<file path="src/rtl/beam_seq_pkg.sv">
package beam_seq_pkg;
  typedef enum logic [1:0] {
    MODE_ACQ    = 2'd0,
    MODE_COMP   = 2'd1,
    MODE_RELOAD = 2'd2
  } seq_mode_e;
endpackage

</file>
<file path="src/rtl/beam_seq_ctr.sv">
module beam_seq_ctr #(
  parameter int W = 4
) (
  input  logic         clk,
  input  logic         rst_n,
  input  logic         clr,
  input  logic         inc,
  input  logic [W-1:0] last_val,
  output logic [W-1:0] cnt,
  output logic         at_last
);
  assign at_last = (cnt == last_val);

  always_ff @(posedge clk or negedge rst_n) begin
    if (!rst_n)       cnt <= '0;
    else if (clr)     cnt <= '0;
    else if (inc)     cnt <= at_last ? '0 : cnt + W'(1);
  end
endmodule

</file>
<file path="src/rtl/beam_seq_fsm.sv">
module beam_seq_fsm
  import beam_seq_pkg::*;
(
  input  logic      clk,
  input  logic      rst_n,
  input  logic      echo_ready,
  input  logic      reload_done,
  input  logic      bin_last,
  input  logic      idx_last,
  input  logic      dir_last,
  output seq_mode_e mode,
  output logic      rd_valid,
  output logic      ch_done,
  output logic      beam_done,
  output logic      shot_done,
  output logic      dir_inc,
  output logic      dir_clr
);
  logic streaming;
  logic in_acq, in_comp, in_rel;

  assign in_acq    = (mode == MODE_ACQ);
  assign in_comp   = (mode == MODE_COMP);
  assign in_rel    = (mode == MODE_RELOAD);
  assign rd_valid  = (in_acq && streaming) || in_comp;
  assign ch_done   = rd_valid && bin_last;
  assign beam_done = ch_done && idx_last;
  assign shot_done = beam_done && in_comp && dir_last;
  assign dir_inc   = beam_done && !shot_done;
  assign dir_clr   = in_rel && reload_done;

  always_ff @(posedge clk or negedge rst_n) begin
    if (!rst_n) begin
      mode      <= MODE_ACQ;
      streaming <= 1'b0;
    end else begin
      unique case (mode)
        MODE_ACQ: begin
          if (!streaming) begin
            if (echo_ready) streaming <= 1'b1;
          end else if (ch_done) begin
            streaming <= 1'b0;
            if (idx_last) mode <= MODE_COMP;
          end
        end
        MODE_COMP: begin
          if (shot_done) mode <= MODE_RELOAD;
        end
        MODE_RELOAD: begin
          if (reload_done) begin
            mode      <= MODE_ACQ;
            streaming <= 1'b0;
          end
        end
        default: mode <= MODE_ACQ;
      endcase
    end
  end
endmodule

</file>
<file path="src/rtl/beam_seq_top.sv">
module beam_seq_top
  import beam_seq_pkg::*;
#(
  parameter int DIR_X    = 64,
  parameter int DIR_Y    = 64,
  parameter int NUM_CH   = 32,
  parameter int PAR_CH   = 4,
  parameter int NUM_BINS = 512,
  localparam int NUM_DIRS = DIR_X * DIR_Y,
  localparam int NUM_GRP  = NUM_CH / PAR_CH,
  localparam int DIR_W    = $clog2(NUM_DIRS),
  localparam int CH_W     = $clog2(NUM_CH),
  localparam int BIN_W    = $clog2(NUM_BINS),
  localparam int PAR_SH   = $clog2(PAR_CH)
) (
  input  logic             clk,
  input  logic             rst_n,
  input  logic             echo_ready,
  input  logic             reload_done,
  output logic [1:0]       mode,
  output logic             fe_en,
  output logic             rd_valid,
  output logic             acc_first,
  output logic [DIR_W-1:0] dir_idx,
  output logic [CH_W-1:0]  chan_idx,
  output logic [BIN_W-1:0] bin_addr,
  output logic             beam_done,
  output logic             shot_done
);
  seq_mode_e       mode_q;
  logic            ch_done, dir_inc, dir_clr;
  logic            bin_last, idx_last, dir_last;
  logic [CH_W-1:0] idx_cnt;
  logic [CH_W-1:0] idx_limit;

  // Channel index in acquisition, group base channel in compute.
  function automatic logic [CH_W-1:0] lane_base(input seq_mode_e m,
                                                input logic [CH_W-1:0] i);
    return (m == MODE_COMP) ? CH_W'(i << PAR_SH) : i;
  endfunction

  // Last index of the channel/group loop for the current mode.
  function automatic logic [CH_W-1:0] idx_top(input seq_mode_e m);
    return (m == MODE_COMP) ? CH_W'(NUM_GRP - 1) : CH_W'(NUM_CH - 1);
  endfunction

  assign idx_limit = idx_top(mode_q);

  beam_seq_fsm u_fsm (
    .clk        (clk),
    .rst_n      (rst_n),
    .echo_ready (echo_ready),
    .reload_done(reload_done),
    .bin_last   (bin_last),
    .idx_last   (idx_last),
    .dir_last   (dir_last),
    .mode       (mode_q),
    .rd_valid   (rd_valid),
    .ch_done    (ch_done),
    .beam_done  (beam_done),
    .shot_done  (shot_done),
    .dir_inc    (dir_inc),
    .dir_clr    (dir_clr)
  );

  beam_seq_ctr #(.W(BIN_W)) u_bin (
    .clk     (clk),
    .rst_n   (rst_n),
    .clr     (1'b0),
    .inc     (rd_valid),
    .last_val(BIN_W'(NUM_BINS - 1)),
    .cnt     (bin_addr),
    .at_last (bin_last)
  );

  beam_seq_ctr #(.W(CH_W)) u_idx (
    .clk     (clk),
    .rst_n   (rst_n),
    .clr     (1'b0),
    .inc     (ch_done),
    .last_val(idx_limit),
    .cnt     (idx_cnt),
    .at_last (idx_last)
  );

  beam_seq_ctr #(.W(DIR_W)) u_dir (
    .clk     (clk),
    .rst_n   (rst_n),
    .clr     (dir_clr),
    .inc     (dir_inc),
    .last_val(DIR_W'(NUM_DIRS - 1)),
    .cnt     (dir_idx),
    .at_last (dir_last)
  );

  assign mode      = mode_q;
  assign fe_en     = (mode_q == MODE_ACQ);
  assign chan_idx  = lane_base(mode_q, idx_cnt);
  assign acc_first = rd_valid && (idx_cnt == '0);
endmodule

</file>
<file path="config.mk">
export PLATFORM = sky130hd
export DESIGN_NAME = beam_seq_top
export DESIGN_NICKNAME = d
export VERILOG_FILES = /design/src/rtl/beam_seq_pkg.sv /design/src/rtl/beam_seq_ctr.sv /design/src/rtl/beam_seq_fsm.sv /design/src/rtl/beam_seq_top.sv
export SDC_FILE = /design/constraint.sdc
export NUM_CORES = 1
export LEC_CHECK = 0
export ABC_AREA = 0
export BUFFER_PORTS_ARGS = -buffer_cell sky130_fd_sc_hd__buf_2
export CAP_MARGIN = 10
export CELL_PAD_IN_SITES_DETAIL_PLACEMENT = 0
export CELL_PAD_IN_SITES_GLOBAL_PLACEMENT = 1
export CORE_UTILIZATION = 40
export DETAILED_ROUTE_END_ITERATION = 7
export HOLD_SLACK_MARGIN = 0.1
export MAX_ROUTING_LAYER = met4
export PLACE_DENSITY = 0.86
export SETUP_SLACK_MARGIN = 0.3
export SLEW_MARGIN = 20
export SYNTH_ARGS = -nofsm -noshare
export SYNTH_HDL_FRONTEND = slang
export SYNTH_SLANG_ARGS = --single-unit
</file>
<file path="constraint.sdc">
create_clock -name clk -period 5.5 [get_ports clk]
set_clock_uncertainty 0.15 [all_clocks]
set_input_delay 0.55 -clock clk [delete_from_list [all_inputs] [get_ports clk]]
set_output_delay 0.55 -clock clk [all_outputs]
set_load 0.005 [all_outputs]
</file>
# Word-level counts from Yosys, hierarchy flattened
# Cells that the tools add are included.
word_totals:
  out_inout_bits: 33
  input_bits: 4
  regBits: 29
op_classes:
  n_eq_ne: 10
  reduce_logical: 16
  n_addsub: 3
  mux: 18
ops:
  columns: ["cell", "count"]
  rows:
  - ["$mux W12", 3]
  - ["$mux W5", 3]
  - ["$add A12 B1 Y12 const B", 1]
  - ["$eq A12 B12 Y1 const B", 1]
  - ["$mux W2", 5]
  - ["$add A9 B1 Y9 const B", 1]
  - ["$eq A9 B9 Y1 const B", 1]
  - ["$mux W9", 1]
  - ["$logic_and A1 B1 Y1", 8]
  - ["$ne A2 B1 Y1 const B", 4]
  - ["$pmux W2 S3", 1]
  - ["$add A5 B1 Y5 const B", 1]
  - ["$eq A5 B5 Y1", 1]
  - ["$logic_not A5 Y1", 1]
  - ["$reduce_and A5 Y1", 1]
  - ["$mux W1", 4]
  - ["$reduce_bool A2 Y1", 2]
  - ["$eq A2 B1 Y1 const B", 1]
  - ["$eq A2 B2 Y1 const B", 1]
  - ["$logic_not A2 Y1", 1]
  - ["$ne A2 B2 Y1 const B", 1]
  - ["$pmux W1 S2", 1]
  - ["$reduce_and A2 Y1", 1]
  - ["$logic_not A1 Y1", 1]
  - ["$logic_or A1 B1 Y1", 1]

# Longest topological paths before layout
depth:
  word_depth: 11
  mapped_depth: 9

# Hierarchy
# A second synthesis with hierarchy kept.
unflattened:
  cells_unflattened: 230
  area_unflattened_um2: 2124.5
modules_own_cells:
  columns: ["mod", "area_each_um2", "instances", "cells_per_inst"]
  rows:
  - ["beam_seq_ctr at u_dir", 865.8, 1, 100]
  - ["beam_seq_ctr at u_bin", 579.3, 1, 57]
  - ["beam_seq_ctr at u_idx", 389.1, 1, 40]
  - ["beam_seq_fsm", 202.7, 1, 21]
  - ["beam_seq_top", 87.6, 1, 12]

# Least setup slack after synthesis
# Ideal clock, no wire load.
synth_path:
  path_kind: "reg2out"
  from: "register u_bin.cnt[2]"
  to: "output port beam_done"
  arrival_ns: 1.602
  path_slack_ns: 3.198
  t_required_ns: 4.800
  stages_incl_launch_ff: 8
  path_cell_list: "dfrtp_1 and4_1 nand2_1 nor2_1 ha_1 and4_4 and2_2 buf_2"
synth_via:
  elab_chain_len: 3
synth_lines:
  columns: ["element", "line", "text"]
  rows:
  - ["from (decl)", "beam_seq_ctr.sv:9", "output logic [W-1:0] cnt,"]
  - ["from (signal assigned)", "beam_seq_ctr.sv:17", "else if (inc) cnt <= at_last ? '0 : cnt + W'(1);"]
  - ["$eq A9 B9 Y1", "beam_seq_ctr.sv:12", "assign at_last = (cnt == last_val);"]
  - ["$logic_and A1 B1 Y1", "beam_seq_fsm.sv:26", "assign ch_done = rd_valid && bin_last;"]
  - ["$logic_and A1 B1 Y1", "beam_seq_fsm.sv:27", "assign beam_done = ch_done && idx_last;"]
  - ["to (decl)", "beam_seq_top.sv:27", "output logic beam_done,"]
# Every way passes these cells.

# Worst setup path in the final report
layout_path:
  from: "register u_bin.cnt[2]"
  to: "output port shot_done"
layout_via:
  elab_chain_len: 5
layout_lines:
  columns: ["element", "line", "text"]
  rows:
  - ["$eq A9 B9 Y1", "beam_seq_ctr.sv:12", null]
  - ["$logic_and A1 B1 Y1", "beam_seq_fsm.sv:26", null]
  - ["$logic_and A1 B1 Y1", "beam_seq_fsm.sv:27", null]
  - ["$logic_and A1 B1 Y1 (2 in a row)", "beam_seq_fsm.sv:28", "assign shot_done = beam_done && in_comp && dir_last;"]
  - ["to (decl)", "beam_seq_top.sv:28", "output logic shot_done"]
# Every way passes these cells.

==> metrics <==
total global routing overflow=0; n_diodes=0; Via density=roughly 5.3; Die Wd=~66 um; Via Count=1387; final setup violation count=0; critical path endpoint category=output pin; area grow syn2layout=17.84%; CTS buffer count=5; hold buffer count at CTS=0; Detail Placement HPWL=2495 um; top_reg_cell synth=dfrtp_1; run status=complete, no violations; chip height=65.65 um; Synth async-reset ratio=1.000; Routed Antenna Nets=0; Crit path arrival time=2190 ps; DRT Wirelength=3485 um; Iteration-0 DRC Markers=71; maximum fanout along the worst path=8; r2r startpoint=u_bin.cnt[2]$_DFFE_PN0P_; worst path bufs/invs=1; achievable frequency=346.3 MHz; port bufs=36; Peak supply drop=between 0.15 and 0.2 mV; most frequent CP cell=nor2_1; WP depth=8; setup bufs post-CTS=0; actual slew at the worst max-slew pin=767.8 ps; Tmin final=2888 ps; R2R Path End=u_dir.cnt[11]$_DFFE_PN0P_; first-pass GRT wire length=6210 um; Post-synth EDFFs=0; reg2reg setup slack=2840 ps; Synth cell types=41; Hold Crit Class=in -> async; clock root cell=clkbuf_8; DR WL/cell=13.25 um; total iterations of the first detailed-routing run=4; synth warn=0; Fin. Hold Viols=0; post-cts resize count=0; Slew HR=0.4827; I/O Pins=37; Initial Utilization=0.4297; CP Capture Point=shot_done; sequential area share after synthesis=0.4479; nets=223; FILL cells=about 360; CTS Sinks=29; Tcrit/Tclk final=0.5250; Post-Place Cells=255; max_cap viols=0; PnR worst setup slack=2612 ps; CP Launch Type=flop; CP startpoint=u_bin.cnt[2]$_DFFE_PN0P_; FP Rows=22; gp weighted congestion=0.7866; Mapped Area=1620 um^2; critical path class=reg -> out; Syn Inst Count=175; largest net degree at the start of global routing=30; Placeable Area=3771 um^2; unrepaired setup endpoints after global routing=no; Total GRT Usage=0.1986; CP delay by family, top=simple AND/OR/NAND/NOR gates; CTS tree=built; CP required=4800 ps; clk buf depth=2; CP Cell Sequence=and4_1, nand2_1, nor2_1, ha_1, and4_4, nand3_1, nor2_1, buf_2; layout cells sized above 1=0.2651; setup TNS=0 ps; Clock Latency Late Sink=280 ps; Finished Layout Cells=between 200 and 300; FF+latch area=around 730 um^2; Yosys reg bits=29; Post-route DRC=0; cell with the largest stage delay on the worst path=dfrtp_1; max-slew violations=0; Reg2Reg Depth=8; vias in the first global route=1288; CP peak stage delay=around 440 ps; Synth Area per Inst=9.259 um^2; die area=4309 um^2; area of the multi-input gates=835.8 um^2; initial antenna violation count=0; leakage power=0.9006 nW; H-tree Lvls=2; Cell Pwr Density=between 300 and 400 nW/um^2; Syn Nets=184; CTS clock-pin slew for the worst setup and hold paths=60 ps; Place WS=2777 ps
==> report_power, final <==
part	leakage (nW)	internal (mW)	switching (mW)	total [mW]
combinational	0.481	0.0653	0.0617	0.127
clock	0.0395	0.0897	0.0788	0.168
sequential	0.381	0.247	0.0407	0.288
total	0.901	0.402	0.181	0.583
==> worst min-delay path by stage <==
stage                                  start                       end  cells after the start
finish                                 rst_n  u_idx.cnt[1]$_DFFE_PN0P_                      1
global route                           rst_n  u_idx.cnt[1]$_DFFE_PN0P_                      1
CTS                                    rst_n  u_idx.cnt[1]$_DFFE_PN0P_                      1
detailed placement  u_bin.cnt[1]$_DFFE_PN0P_  u_bin.cnt[1]$_DFFE_PN0P_                      2
global placement    u_bin.cnt[1]$_DFFE_PN0P_  u_bin.cnt[1]$_DFFE_PN0P_                      2
floorplan                              rst_n  u_bin.cnt[0]$_DFFE_PN0P_                      0
==> routing by layer <==
| layer | vias to the layer above | wire, um | part of all wire | track usage |
|---|---|---|---|---|
| met2 | 30 | 1439 | 0.41 | 0.2653 |
| met1 | 651 | 1817 | 0.52 | 0.2744 |
| met3 | 6 | 158 | 0.045 | 0.05382 |
| met5 | - | 0 | 0 | - |
| li1 | 700 | - | - | - |
| met4 | 0 | 69 | 0.020 | 0.09511 |
==> placed cells by master, fill, tap and decap left out, drive strengths merged, types with 4 or more instances in the layout <==
cell,count
nor2,13
nand3b,4
nand4,5
a21oi,13
ha,5
inv,5
nand2,28
nor3,5
or3,9
o21ai,14
xor2,4
dfrtp,29
buf,36
clkbuf,8
nand3,7
==> registers in the layout (all words and copies together), names as in the netlist <==
name,count
u_bin.cnt,9
u_fsm.mode,2
u_dir.cnt,12
u_fsm.streaming,1
u_idx.cnt,5
==> cell families after synthesis <==
family                     count (synthesis)  synth area share
adders and majority gates                  5           0.03861
muxes                                      5           0.03320
and+or+nand+nor                           85            0.2749
AOI/OAI and AO/OA                         34            0.1313
buffers and inverters                     10           0.03629
xor gates and xnor gates                   7           0.03784
DFF                                       29            0.4479
==> cell type report <==
cell class | count | share of cell area
Multi-Input combinational cell | 136 | 0.4377
Clock buffer | 8 | 0.04194
Inverter | 6 | 0.01442
Sequential cell | 29 | 0.3801
Timing Repair Buffer | 36 | 0.09436
Tap cell | 48 | 0.03145
==> synth_stat cells, types with 2 or more instances <==
cell,count,area (um^2)
o21ai_0,12,60.06
nor2_1,13,48.80
nor3_1,5,25.02
nand2b_1,2,12.51
inv_1,5,18.77
nand3b_1,4,30.03
nand4_1,5,31.28
nand2_1,28,105.1
or3_2,2,15.01
o21ai_1,2,10.01
and2_2,2,15.01
a21oi_1,13,65.06
ha_1,5,62.56
mux2i_1,2,20.02
mux2_2,3,33.78
nand3_1,7,35.03
xor2_1,4,35.03
dfrtp_1,29,725.7
buf_6,2,22.52
xnor2_1,3,26.28
or3_1,7,43.79
==> per-stage QoR <==
step                      power, mW  cell area, um^2  hold WS, ps    util
final                        0.5832             1909        138.8  0.5063
after global routing         0.6280             1909        192.8  0.5063
after CTS                    0.5905             1909        171.4  0.5063
after detailed placement     0.4201             1829        343.7  0.4851
after global placement       0.4175             1829        346.4  0.4851
after floorplan              0.3631             1620        104.4       -
(Power assumes the default switching activity.)
